--- config.mk ---
export PLATFORM = sky130hd
export DESIGN_NAME = sc_frame_rx
export DESIGN_NICKNAME = d
export VERILOG_FILES = /design/src/rtl/sc_frame_pkg.sv /design/src/rtl/sc_crc8_step.sv /design/src/rtl/sc_gap_timer.sv /design/src/rtl/sc_sat_count.sv /design/src/rtl/sc_frame_rx.sv
export SDC_FILE = /design/constraint.sdc
export NUM_CORES = 1
export LEC_CHECK = 0
export ABC_AREA = 0
export BUFFER_PORTS_ARGS = -buffer_cell sky130_fd_sc_hd__clkbuf_2
export CAP_MARGIN = 20
export CELL_PAD_IN_SITES_DETAIL_PLACEMENT = 0
export CELL_PAD_IN_SITES_GLOBAL_PLACEMENT = 2
export CORE_ASPECT_RATIO = 1.75
export CORE_MARGIN = 8
export CORE_UTILIZATION = 35
export CTS_BUF_LIST = sky130_fd_sc_hd__clkbuf_8
export DETAILED_ROUTE_END_ITERATION = 8
export GPL_ROUTABILITY_DRIVEN = 0
export PLACE_DENSITY = 0.89
export SLEW_MARGIN = 20
export SYNTH_ARGS = -nofsm -noshare
export SYNTH_HDL_FRONTEND = slang
export SYNTH_HIERARCHICAL = 1
export SYNTH_SLANG_ARGS = --single-unit
--- constraint.sdc ---
create_clock -name clk -period 2.8 [get_ports clk]
set_input_delay 0.28 -clock clk [delete_from_list [all_inputs] [get_ports clk]]
set_output_delay 0.28 -clock clk [all_outputs]
set_load 0.05 [all_outputs]
--- src/rtl/sc_frame_pkg.sv ---
package sc_frame_pkg;
    localparam int FRAME_LEN = 28;
    localparam int POS_W     = $clog2(FRAME_LEN);
    localparam int N_DAC     = 5;
    localparam int DAC_W     = 16;
    localparam int DAC_BITS  = N_DAC * DAC_W;
    localparam int POS_DAC0  = 5;

    typedef logic [POS_W-1:0] pos_t;

    localparam logic [7:0] SOF_BYTE = 8'h40;
    localparam logic [7:0] MY_ADDR  = 8'h3F;
    localparam logic [7:0] CRC_POLY = 8'h07;
    localparam pos_t POS_ADDR = pos_t'(1);
    localparam pos_t POS_FW   = pos_t'(3);
    localparam pos_t POS_CMD  = pos_t'(4);
    localparam pos_t POS_LAST = pos_t'(FRAME_LEN - 1);

    typedef enum logic [1:0] {
        ST_HUNT = 2'd0,
        ST_TAKE = 2'd1,
        ST_PASS = 2'd2
    } rx_state_e;
endpackage

--- src/rtl/sc_crc8_step.sv ---
module sc_crc8_step #(
    parameter logic [7:0] POLY = 8'h07
) (
    input  logic [7:0] crc_in,
    input  logic [7:0] data_in,
    output logic [7:0] crc_out
);
    always_comb begin
        logic [7:0] acc;
        acc = crc_in ^ data_in;
        for (int b = 0; b < 8; b++) begin
            acc = acc[7] ? ((acc << 1) ^ POLY) : (acc << 1);
        end
        crc_out = acc;
    end
endmodule

--- src/rtl/sc_gap_timer.sv ---
module sc_gap_timer #(
    parameter int W = 16
) (
    input  logic         clk,
    input  logic         rst,
    input  logic         run,
    input  logic         kick,
    input  logic [W-1:0] limit,
    output logic         expired
);
    logic [W-1:0] cnt_d, cnt_q;

    always_comb begin
        cnt_d = cnt_q;
        if (!run || kick) begin
            cnt_d = '0;
        end else if (cnt_q != limit) begin
            cnt_d = cnt_q + 1'b1;
        end
    end

    always_ff @(posedge clk) begin
        if (rst) cnt_q <= '0;
        else     cnt_q <= cnt_d;
    end

    assign expired = run && !kick && (cnt_q == limit);
endmodule

--- src/rtl/sc_sat_count.sv ---
module sc_sat_count #(
    parameter int W = 8
) (
    input  logic         clk,
    input  logic         rst,
    input  logic         inc,
    output logic [W-1:0] count
);
    logic [W-1:0] cnt_d, cnt_q;

    always_comb begin
        cnt_d = cnt_q;
        if (inc && (cnt_q != {W{1'b1}})) cnt_d = cnt_q + 1'b1;
    end

    always_ff @(posedge clk) begin
        if (rst) cnt_q <= '0;
        else     cnt_q <= cnt_d;
    end

    assign count = cnt_q;
endmodule

--- src/rtl/sc_frame_rx.sv ---
module sc_frame_rx
    import sc_frame_pkg::*;
#(
    parameter int GAP_W = 16,
    parameter int ERR_W = 8
) (
    input  logic                clk,
    input  logic                rst,
    input  logic                rx_valid,
    input  logic [7:0]          rx_byte,
    input  logic [GAP_W-1:0]    gap_limit,
    output logic [7:0]          fw_id,
    output logic [7:0]          cmd_code,
    output logic [DAC_BITS-1:0] dac_set,
    output logic                frame_ok,
    output logic                frame_err,
    output logic [ERR_W-1:0]    crc_fail_count
);
    typedef struct packed {
        rx_state_e           st;
        pos_t                pos;
        logic [7:0]          crc;
        logic [7:0]          fw_sh;
        logic [7:0]          cmd_sh;
        logic [DAC_BITS-1:0] dac_sh;
        logic [7:0]          fw;
        logic [7:0]          cmd;
        logic [DAC_BITS-1:0] dac;
        logic                ok;
        logic                err;
    } rx_regs_t;

    rx_regs_t   r_d, r_q;
    logic [7:0] crc_seed, crc_next;
    logic       gap_expired;

    assign crc_seed = (r_q.st == ST_HUNT) ? 8'h00 : r_q.crc;

    sc_crc8_step #(.POLY(CRC_POLY)) u_crc (
        .crc_in  (crc_seed),
        .data_in (rx_byte),
        .crc_out (crc_next)
    );

    sc_gap_timer #(.W(GAP_W)) u_gap (
        .clk     (clk),
        .rst     (rst),
        .run     (r_q.st != ST_HUNT),
        .kick    (rx_valid),
        .limit   (gap_limit),
        .expired (gap_expired)
    );

    sc_sat_count #(.W(ERR_W)) u_errs (
        .clk   (clk),
        .rst   (rst),
        .inc   (r_d.err),
        .count (crc_fail_count)
    );

    always_comb begin
        r_d     = r_q;
        r_d.ok  = 1'b0;
        r_d.err = 1'b0;
        unique case (r_q.st)
            ST_HUNT: begin
                if (rx_valid && (rx_byte == SOF_BYTE)) begin
                    r_d.st  = ST_TAKE;
                    r_d.pos = pos_t'(1);
                    r_d.crc = crc_next;
                end
            end
            default: begin
                if (gap_expired) begin
                    r_d.st  = ST_HUNT;
                    r_d.pos = '0;
                end else if (rx_valid) begin
                    r_d.pos = r_q.pos + 1'b1;
                    r_d.crc = crc_next;
                    if ((r_q.pos == POS_ADDR) && (rx_byte != MY_ADDR)) r_d.st = ST_PASS;
                    if (r_q.st == ST_TAKE) begin
                        if (r_q.pos == POS_FW)  r_d.fw_sh  = rx_byte;
                        if (r_q.pos == POS_CMD) r_d.cmd_sh = rx_byte;
                        for (int k = 0; k < N_DAC; k++) begin
                            if (r_q.pos == pos_t'(POS_DAC0 + 2*k))
                                r_d.dac_sh[k*DAC_W +: 8] = rx_byte;
                            if (r_q.pos == pos_t'(POS_DAC0 + 2*k + 1))
                                r_d.dac_sh[k*DAC_W + 8 +: 8] = rx_byte;
                        end
                    end
                    if (r_q.pos == POS_LAST) begin
                        r_d.st  = ST_HUNT;
                        r_d.pos = '0;
                        if (r_q.st == ST_TAKE) begin
                            if (r_q.crc == rx_byte) begin
                                r_d.fw  = r_q.fw_sh;
                                r_d.cmd = r_q.cmd_sh;
                                r_d.dac = r_q.dac_sh;
                                r_d.ok  = 1'b1;
                            end else begin
                                r_d.err = 1'b1;
                            end
                        end
                    end
                end
            end
        endcase
    end

    always_ff @(posedge clk) begin
        if (rst) begin
            r_q    <= '0;
            r_q.st <= ST_HUNT;
        end else begin
            r_q <= r_d;
        end
    end

    assign fw_id     = r_q.fw;
    assign cmd_code  = r_q.cmd;
    assign dac_set   = r_q.dac;
    assign frame_ok  = r_q.ok;
    assign frame_err = r_q.err;
endmodule

==> results of run 1 <==
==> tightest hold or removal path, delay by kind of cell <==
kind	cells	cell delay [ps]
buf+inv	1	140
mux	1	80
simple gates	1	70
==> layout by cell type, fill, tap and decap left out, types with 4 or more instances in the layout <==
master,Yosys,layout
dfxtp_1,233,233
nand2b_1,211,211
mux2i_1,203,203
clkbuf_2,0,131
nor2_1,108,107
clkbuf_8,0,52
xnor2_1,37,37
buf_4,102,35
a21oi_1,27,27
inv_1,7,19
nand4_1,17,17
nand3_1,16,16
nand2_1,13,13
and2_1,8,8
o21ai_0,8,8
nor2b_1,7,7
nor3_1,8,7
or3_1,6,6
ha_1,6,6
xor2_1,6,6
o31ai_1,5,5
or4_1,5,5
a21o_1,4,4
buf_12,1,4
or3_2,4,4
==> power by group <==
| part | switching [mW] | internal, mW |
|---|---|---|
| sequential | 0.00148 | 3.32 |
| combinational | 0.163 | 0.121 |
| clock | 1.38 | 1.65 |
==> cell type report <==
class | count | area [um2] | share of cell area, %
Inverter | 7 | 26.3 | 0.212
Clock buffer | 52 | 716 | 5.76
Antenna cell | 1 | 2.50 | 0.0201
Sequential cell | 233 | 4660 | 37.6
Multi-Input combinational cell | 745 | 5400 | 43.5
Clock inverter | 16 | 67.6 | 0.544
Timing Repair Buffer | 173 | 1050 | 8.44
Tap cell | 396 | 495 | 3.99
==> cells by family (layout without fill, tap and decap cells) <==
kind of cell | after synthesis | count (layout)
adder cells (fa/ha/maj) | 6 | 6
other | 0 | 1
AND/OR/NAND/NOR | 427 | 427
XOR/XNOR | 46 | 46
flip-flops | 233 | 233
multiplexers | 205 | 205
AO/OA/AOI/OAI | 61 | 61
buffers and inverters | 171 | 248
==> stage by stage <==
stage,std cells,hold WS (ps),power [mW]
after global routing,1623,90.8,6.93
after floorplan,1149,352,3.57
after global placement,1554,456,3.68
final,1623,80.3,6.63
after CTS,1622,46.1,6.78
after detailed placement,1554,459,3.68
==> flip-flops by register name (all words and copies together) (netlist names) <==
signal,count
cmd_code,8
dac_set,80
frame_err,1
frame_ok,1
fw_id,8
r_q,111
u_errs/count,8
u_gap/cnt_q,16
==> synth_stat cells, types with 3 or more instances <==
| library cell | count |
|---|---|
| a21oi_1 | 27 |
| nand2_1 | 13 |
| nand4_1 | 17 |
| xnor2_1 | 37 |
| nor2_1 | 108 |
| buf_2 | 3 |
| nor3_1 | 8 |
| xor2_1 | 6 |
| nor2b_1 | 7 |
| o21ai_0 | 8 |
| nor4_1 | 3 |
| buf_6 | 4 |
| nand2b_1 | 211 |
| a21o_1 | 4 |
| and2_1 | 8 |
| mux2i_1 | 203 |
| dfxtp_1 | 233 |
| buf_8 | 4 |
| nand3_1 | 16 |
| buf_4 | 102 |
| ha_1 | 6 |
| clkbuf_1 | 48 |
| or4_1 | 5 |
| nand4b_1 | 3 |
| a211oi_1 | 3 |
| and3_1 | 3 |
| or3_2 | 4 |
| or3_1 | 6 |
| o31ai_1 | 5 |
| inv_1 | 7 |
==> timing repair <==
item	CTS	global route
gates resized for setup	0	5
endpoints found under the hold margin	0	0
setup endpoints to repair	0	34
hold buffers	0	0
==> worst max path at each step <==
stage                              start         endpoint  slack, ps  cells past startpoint
final                     u_gap/cnt_q[2]      dac_set[17]        160                     10
after global routing      u_gap/cnt_q[1]         fw_id[4]        -10                     10
after detailed placement  u_gap/cnt_q[1]      dac_set[20]        140                     10
after CTS                 u_gap/cnt_q[1]      dac_set[28]        100                     10
after global placement    u_gap/cnt_q[1]  u_errs/count[3]        170                     10
after floorplan           u_gap/cnt_q[5]  u_errs/count[3]         20                     13
==> metal layers <==
layer / GRT usage (%) / part of all wire [%] / vias up
met5: 0 / 0 / -
met4: 5.17 / 2.4 / 0
met3: 2.55 / 3.8 / 42
met2: 26.5 / 55 / 116
met1: 14.9 / 39 / 3561
li1: - / - / 3833
==> results.json, run 1 <==
{
  "critPathTopFamily": "simple AND/OR/NAND/NOR gates",
  "synth_top_area_cell": "dfxtp_1",
  "hold_class": "input pin to flop",
  "drive_gt1_share_pct": 20.3,
  "cts.sinks": 233,
  "area_growth_pct": 11.4,
  "hp-start": "rx_byte[7]",
  "yosysSeqAreaShare_pct": 41.8,
  "die-area_um2": 38000,
  "synth_top_family_by_area": "simple AND/OR/NAND/NOR gates",
  "synth_compound_area_share_pct": 3.45,
  "min_period_ps": 2640,
  "synthArstFlopShare_pct": 0,
  "root_buffer": "clkbuf_8",
  "synth_ff_type": "dfxtp_1",
  "path_buf_inv": 2,
  "synth_nets": 1182,
  "start_kind": "flop",
  "regToRegEndpoint": "dac_set[17]",
  "hold_violations": 0,
  "worst_slack_ps": 159,
  "synth_cells": 1149,
  "max_stage_delay_ps": 430,
  "die_w_um": 151,
  "path_clk_slew_ps": 60,
  "yosysUniqueCellTypes": 60,
  "final_cell_area_um2": 12400,
  "fmax_mhz": 379,
  "place_area_um2": 11600,
  "pre_cts_slack_ps": 138,
  "grt_pass1_vias": 7606,
  "ys_top_cells_by_area": "dfxtp_1 (42%), mux2i_1 (18%), nand2b_1 (12%), buf_4 (6.9%), nor2_1 (3.6%)",
  "yosys_warnings": 6,
  "grt-ovfl-total": 0,
  "route.vias.total": 7552,
  "relSlewSlack_pct": 56.9,
  "setup_violations": 0,
  "dr.pass1.iters": 4,
  "syn_avg_cell_area_um2": 9.70,
  "worst_pin_slew_ps": 638,
  "crit_fanout": 30,
  "syn-cell-area_um2": 11100,
  "ant_nets": 0,
  "cts_tree": "done",
  "tns_ps": 0,
  "clock_path_buffers": 3,
  "drt_iter0_drc": 270,
  "ir_worst_vdd_mv": 0.351,
  "hpwlAfterDp_mm": 17.8,
  "synth_top_area_share_pct": 41.8,
  "hold_end": "r_q[161]",
  "clk_latency_ps": 550,
  "cts_buffers": 38,
  "fin_skew_ps": 26.7,
  "grt_antenna_before_repair": 1,
  "wirelength_mm": 26.7,
  "path_cells": "xnor2_1, nand4_1, nor4_4, and3b_2, and4bb_2, or3b_4, nor3_4, buf_4, buf_12, mux2i_1",
  "maxCapViolations": 0,
  "via_per_inst": 4.65,
  "worst_setup_path_end_kind": "flop",
  "remaining_drc_errors": 0,
  "synth-edff-count": 0,
  "cp_data_arrival_time_ps": 3110,
  "synth_xor_area_share_pct": 3.95,
  "crit_type": "flop to flop",
  "power_density_nw_per_um2": 534,
  "synth-simple-area-share_pct": 21.6,
  "maxSlewViolCount": 0,
  "synth.area.mux_share_pct": 18.5,
  "initial_utilization_pct": 35.5,
  "regToRegSetupSlack_ps": 160,
  "crit_required_ps": 3260,
  "grt_max_degree": 117,
  "r2r_start": "u_gap/cnt_q[2]",
  "synth-adder-area-share_pct": 0.673,
  "ys_ff_latch": 233,
  "port_buffers": 132,
  "gr-usage-all-layers_pct": 14.0,
  "finalCritPeriodShare_pct": 94.3,
  "num_io_pins": 133,
  "h-tree-depth": 2,
  "outcome": "complete, no violations",
  "grt_pass1_wl_mm": 42.0,
  "slowest_stage": "dfxtp_1",
  "ff2ff_path_depth": 10,
  "p_leak_nw": 5.14,
  "wl_per_cell_um": 16.5,
  "rows": 86,
  "utilization_pct": 39.5,
  "nets": 1231,
  "post_cts_buffers": 0,
  "whs_path_depth": 3,
  "nFillCells": 3202,
  "coreArea_um2": 31400,
  "dieHeight_um": 252
}
Note: power is estimated with default switching activity, not from simulation.
==> inputs of run 2 (changes only) <==
--- a/config.mk
+++ b/config.mk
@@ -16,7 +16,8 @@
 export CTS_BUF_LIST = sky130_fd_sc_hd__clkbuf_8
 export DETAILED_ROUTE_END_ITERATION = 8
 export GPL_ROUTABILITY_DRIVEN = 0
-export PLACE_DENSITY = 0.89
+export PLACE_DENSITY_LB_ADDON = 0.1
+export SKIP_CTS_REPAIR_TIMING = 1
 export SLEW_MARGIN = 20
 export SYNTH_ARGS = -nofsm -noshare
 export SYNTH_HDL_FRONTEND = slang
==> run 2 against run 1 <==
Compared with the run above:
- critical path depth up 1
- critical endpoint is now dac_set[9]
- global-route usage up 0.54 points
- highest routed layer unchanged
- utilization increased by 0.77 points
- largest power group unchanged
- cell area grew 1.9%
- via count grew 0.99%
- total power rose by 1.3%
- combinational power is essentially flat
- clock skew is 3.7 ps lower
==> results.json, run 2 (synthesis results as in run 1) <==
{
  "coreArea_um2": 31400,
  "rsz0062_at_grt": "false",
  "cp_data_arrival_time_ps": 3120,
  "min_period_ps": 2640,
  "maxCapViolations": 0,
  "path_cells": "xnor2_1, nand4_1, nor4_4, and3b_2, and4bb_2, or3b_1, buf_4, nor3_4, buf_6, clkbuf_16, mux2i_1",
  "drive_gt1_share_pct": 21.7,
  "power_density_nw_per_um2": 531,
  "dieHeight_um": 252,
  "path_clk_slew_ps": 60,
  "remaining_drc_errors": 0,
  "cts_buffers": 38,
  "ff2ff_path_depth": 11,
  "p_leak_nw": 5.25,
  "num_io_pins": 133,
  "grtUsageMet1_pct": 16.6,
  "rows": 86,
  "hold_end": "r_q[180]",
  "area_growth_pct": 13.6,
  "grt_pass1_vias": 7803,
  "seq_power_share_pct": 49.3,
  "crit_fanout": 13,
  "wirelength_mm": 28.0,
  "pwr-share-clk_pct": 46.4,
  "r2r_start": "u_gap/cnt_q[9]",
  "hold_violations": 0,
  "outcome": "complete, no violations",
  "crit_required_ps": 3280,
  "slowest_stage": "dfxtp_1",
  "grt_max_degree": 118,
  "worst_setup_path_end_kind": "flop",
  "cts.sinks": 233,
  "sw_frac_of_total_pct": 23.4,
  "clk_latency_ps": 560,
  "largest-register": "r_q",
  "max_stage_delay_ps": 400,
  "initial_utilization_pct": 35.5,
  "ant_nets": 0,
  "root_buffer": "clkbuf_8",
  "start_kind": "flop",
  "ir_worst_vdd_mv": 0.299,
  "worst_pin_slew_ps": 790,
  "busiest_layer": "met2",
  "tns_ps": 0,
  "crit_type": "flop to flop",
  "hp-start": "rx_byte[2]",
  "die_w_um": 151,
  "met2_usage_pct": 26.1,
  "nets": 1248,
  "hpwlAfterDp_mm": 18.8,
  "pwr-share-comb_pct": 4.2,
  "clock_path_buffers": 3,
  "grt_pass1_wl_mm": 43.7,
  "power_switching_mw": 1.57,
  "relSlewSlack_pct": 47.4,
  "grtUsageMet3_pct": 2.96,
  "h-tree-depth": 2,
  "dr.pass1.iters": 4,
  "grt-ovfl-total": 0,
  "die-area_um2": 38000,
  "route.vias.total": 7627,
  "setup_violations": 0,
  "grt_antenna_before_repair": 1,
  "port_buffers": 132,
  "finalCritPeriodShare_pct": 94.2,
  "hold_class": "input pin to flop",
  "regToRegEndpoint": "dac_set[9]",
  "layout_common_cells": "dfxtp_1 (232), nand2b_1 (211), mux2i_1 (203)",
  "wl_per_cell_um": 17.1,
  "timing.hold.ws_ps": 132,
  "drt_iter0_drc": 249,
  "fmax_mhz": 379,
  "maxSlewViolCount": 0,
  "regToRegSetupSlack_ps": 160,
  "gr-usage-all-layers_pct": 14.6,
  "p_int_mw": 5.15,
  "fin_skew_ps": 22.9,
  "whs_path_depth": 3,
  "final_common_cell": "dfxtp_1",
  "via_per_inst": 4.65,
  "largest_reg_flops": 111,
  "cts_tree": "done"
}
==> run 2: power groups by stage <==
stage          combinational (mW)  sequential [mW]  clock [mW]
2_1_floorplan               0.180             3.39           0
3_3_place_gp                0.292             3.39           0
3_5_place_dp                0.292             3.39           0
4_1_cts                     0.293             3.32        3.28
5_1_grt                     0.310             3.31        3.41
6_report                    0.285             3.32        3.12
==> run 2: layout make-up <==
class,count,area (um2)
Tap cell,396,495
Fill cell,3257,18800
Inverter,7,26.3
Clock inverter,14,68.8
Antenna cell,2,5.00
Clock buffer,54,743
Sequential cell,233,4670
Timing Repair Buffer,190,1260
Multi-Input combinational cell,745,5390
==> run 2: worst max path at each step <==
stage / start / to / slack (ps) / cells past startpoint
global placement: gap_limit[6] / dac_set[9] / 100 / 12
CTS: u_gap/cnt_q[9] / dac_set[72] / 60 / 11
floorplan: u_gap/cnt_q[5] / u_errs/count[3] / 20 / 13
detailed placement: gap_limit[6] / dac_set[72] / 70 / 12
global route: u_gap/cnt_q[9] / dac_set[12] / 3 / 11
finish: u_gap/cnt_q[9] / dac_set[9] / 160 / 11
==> run 2: metrics by stage <==
| stage | power (mW) | area, um2 | cells | utilization, % | setup slack, ps |
|---|---|---|---|---|---|
| after floorplan | 3.57 | 11200 | 1149 | - | 22.7 |
| after global placement | 3.68 | 11800 | 1569 | 37.5 | 96.8 |
| after detailed placement | 3.68 | 11800 | 1569 | 37.5 | 67.2 |
| after CTS | 6.89 | 12600 | 1637 | 40.1 | 64.8 |
| after global routing | 7.03 | 12700 | 1640 | 40.3 | 2.96 |
| final | 6.72 | 12700 | 1641 | 40.3 | 162 |
==> run 2: per-layer routing <==
layer,share of wire [%],vias to the layer above,wire [um]
li1,-,3881,-
met4,2.2,0,619
met1,41,3559,11500
met5,0,-,0
met3,4.8,40,1350
met2,52,147,14500
==> run 2: worst max-delay path, delay by kind of cell (launching register included) <==
family	cells	cell delay (ps)
simple gates	6	1300
buf+inv	3	580
flops	1	400
mux	1	190
xor+xnor	1	90
==> inputs of run 3 (changes only) <==
--- a/config.mk
+++ b/config.mk
@@ -8,7 +8,7 @@
 export ABC_AREA = 0
 export BUFFER_PORTS_ARGS = -buffer_cell sky130_fd_sc_hd__clkbuf_2
 export CAP_MARGIN = 20
-export CELL_PAD_IN_SITES_DETAIL_PLACEMENT = 0
+export CELL_PAD_IN_SITES_DETAIL_PLACEMENT = 1
 export CELL_PAD_IN_SITES_GLOBAL_PLACEMENT = 2
 export CORE_ASPECT_RATIO = 1.75
 export CORE_MARGIN = 8
==> run 3 against run 2 <==
Compared with the run above:
- critical path depth unchanged
- sequential share of layout area is 0.16 points higher
- combinational power about the same
- setup slack better by 13 ps
- sequential power about the same
- flip-flop and latch count is the same
==> results.json, run 3 (synthesis results as in run 1) <==
{
  "tns_ps": 0,
  "hold_class": "input pin to flop",
  "ant_nets": 0,
  "cts_tree": "done",
  "remaining_drc_errors": 0,
  "gr-usage-all-layers_pct": 15.2,
  "area_growth_pct": 13.2,
  "clk_latency_ps": 540,
  "nets": 1248,
  "rows": 86,
  "clock_path_buffers": 3,
  "setup_violations": 0,
  "fin_skew_ps": 14.3,
  "grt_pass1_vias": 8265,
  "hpwlAfterDp_mm": 19.7,
  "final_common_cell": "dfxtp_1",
  "maxCapViolations": 0,
  "drive_gt1_share_pct": 21.7,
  "cp_data_arrival_time_ps": 3080,
  "maxSlewViolCount": 0,
  "pre_cts_slack_ps": 21.3,
  "ir_worst_vdd_mv": 0.337,
  "route.vias.total": 7779,
  "drt_iter0_drc": 248,
  "port_buffers": 132,
  "slowest_stage": "or3b_1",
  "worst_pin_slew_ps": 805,
  "dr.pass1.iters": 5,
  "num_io_pins": 133,
  "regToRegSetupSlack_ps": 180,
  "fmax_mhz": 381,
  "root_buffer": "clkbuf_8",
  "initial_utilization_pct": 35.5,
  "crit_required_ps": 3260,
  "largest-register": "r_q",
  "worst_setup_path_end_kind": "flop",
  "worst_slack_ps": 176,
  "grt_antenna_before_repair": 1,
  "largest_reg_flops": 111,
  "rsz0062_at_grt": "false",
  "crit_type": "flop to flop",
  "die_w_um": 151,
  "finalCritPeriodShare_pct": 93.7,
  "wirelength_mm": 28.6,
  "power_density_nw_per_um2": 539,
  "max_stage_delay_ps": 380,
  "hold_violations": 0,
  "path_clk_slew_ps": 60,
  "crit_fanout": 15,
  "grt_max_degree": 118,
  "dieHeight_um": 252,
  "relSlewSlack_pct": 46.4,
  "p_leak_nw": 5.25,
  "outcome": "complete, no violations",
  "min_period_ps": 2620,
  "path_cells": "xnor2_1, nand4_1, nor4_4, and3b_2, and4bb_2, or3b_1, buf_4, nor3_4, buf_4, buf_12, mux2i_1",
  "coreArea_um2": 31400,
  "start_kind": "flop",
  "h-tree-depth": 2,
  "finalPower_mw": 6.79,
  "die-area_um2": 38000,
  "crit_top_cell": "buf_4",
  "cts.sinks": 233,
  "grt_pass1_wl_mm": 45.8,
  "wl_per_cell_um": 17.5,
  "via_per_inst": 4.74,
  "cts_buffers": 40,
  "grt-ovfl-total": 0,
  "layout_common_cells": "dfxtp_1 (230), nand2b_1 (211), mux2i_1 (203)"
}
[run 3: changes by cell type in the layout (fill, tap and decap cells not counted), moves of 2 or more]
cell / change
clkbuf_16: -2
clkinv_2: +3
clkinvlp_4: -2
dfxtp_1: -2
dfxtp_2: +2
inv_1: +2
[run 3: per-layer routing]
metal	track usage [%]	vias up	part of all wire, %
met5	0	-	0
met4	5.28	0	2.3
met3	3.19	44	4.5
met2	27.7	131	52
met1	16.8	3742	41
li1	-	3862	-
[run 3: layout make-up]
type / instances / area (um2)
fillers: 3627 / 18800
multi-input cells: 745 / 5390
flip-flops and latches: 233 / 4670
repair buffers: 188 / 1200
clock buffers: 53 / 729
well taps: 396 / 495
clock inverters: 17 / 97.6
inverters: 7 / 26.3
diodes: 1 / 2.50
[run 3: path summary, 6_finish.rpt]
path	startpoint	endpoint	cells past startpoint
max	u_gap/cnt_q[6]	dac_set[71]	11
min	rx_byte[6]	r_q[168]	3
max reg2reg	u_gap/cnt_q[6]	dac_set[71]	11
min reg2reg	cmd_code[1]	cmd_code[1]	2
[run 3: where the power goes]
| group | switching, mW | leakage [nW] | internal (mW) |
|---|---|---|---|
| clock | 1.41 | 0.472 | 1.78 |
| sequential | 0.00128 | 1.88 | 3.32 |
| combinational | 0.165 | 2.90 | 0.121 |
[run 3: worst max-delay path, delay by kind of cell, from the launching register on]
kind | cells | cell delay (ps)
DFF | 1 | 320
muxes | 1 | 210
buffers and inverters | 3 | 570
and+or+nand+nor | 6 | 1310
xor gates and xnor gates | 1 | 130
[run 3: stage by stage]
step | instances | area, um2 | hold WS (ps) | util, %
2_1_floorplan | 1149 | 11200 | 352 | -
3_3_place_gp | 1569 | 11800 | 460 | 37.5
3_5_place_dp | 1569 | 11800 | 460 | 37.5
4_1_cts | 1639 | 12600 | 96.0 | 40.1
5_1_grt | 1640 | 12600 | 128 | 40.2
6_report | 1640 | 12600 | 137 | 40.2
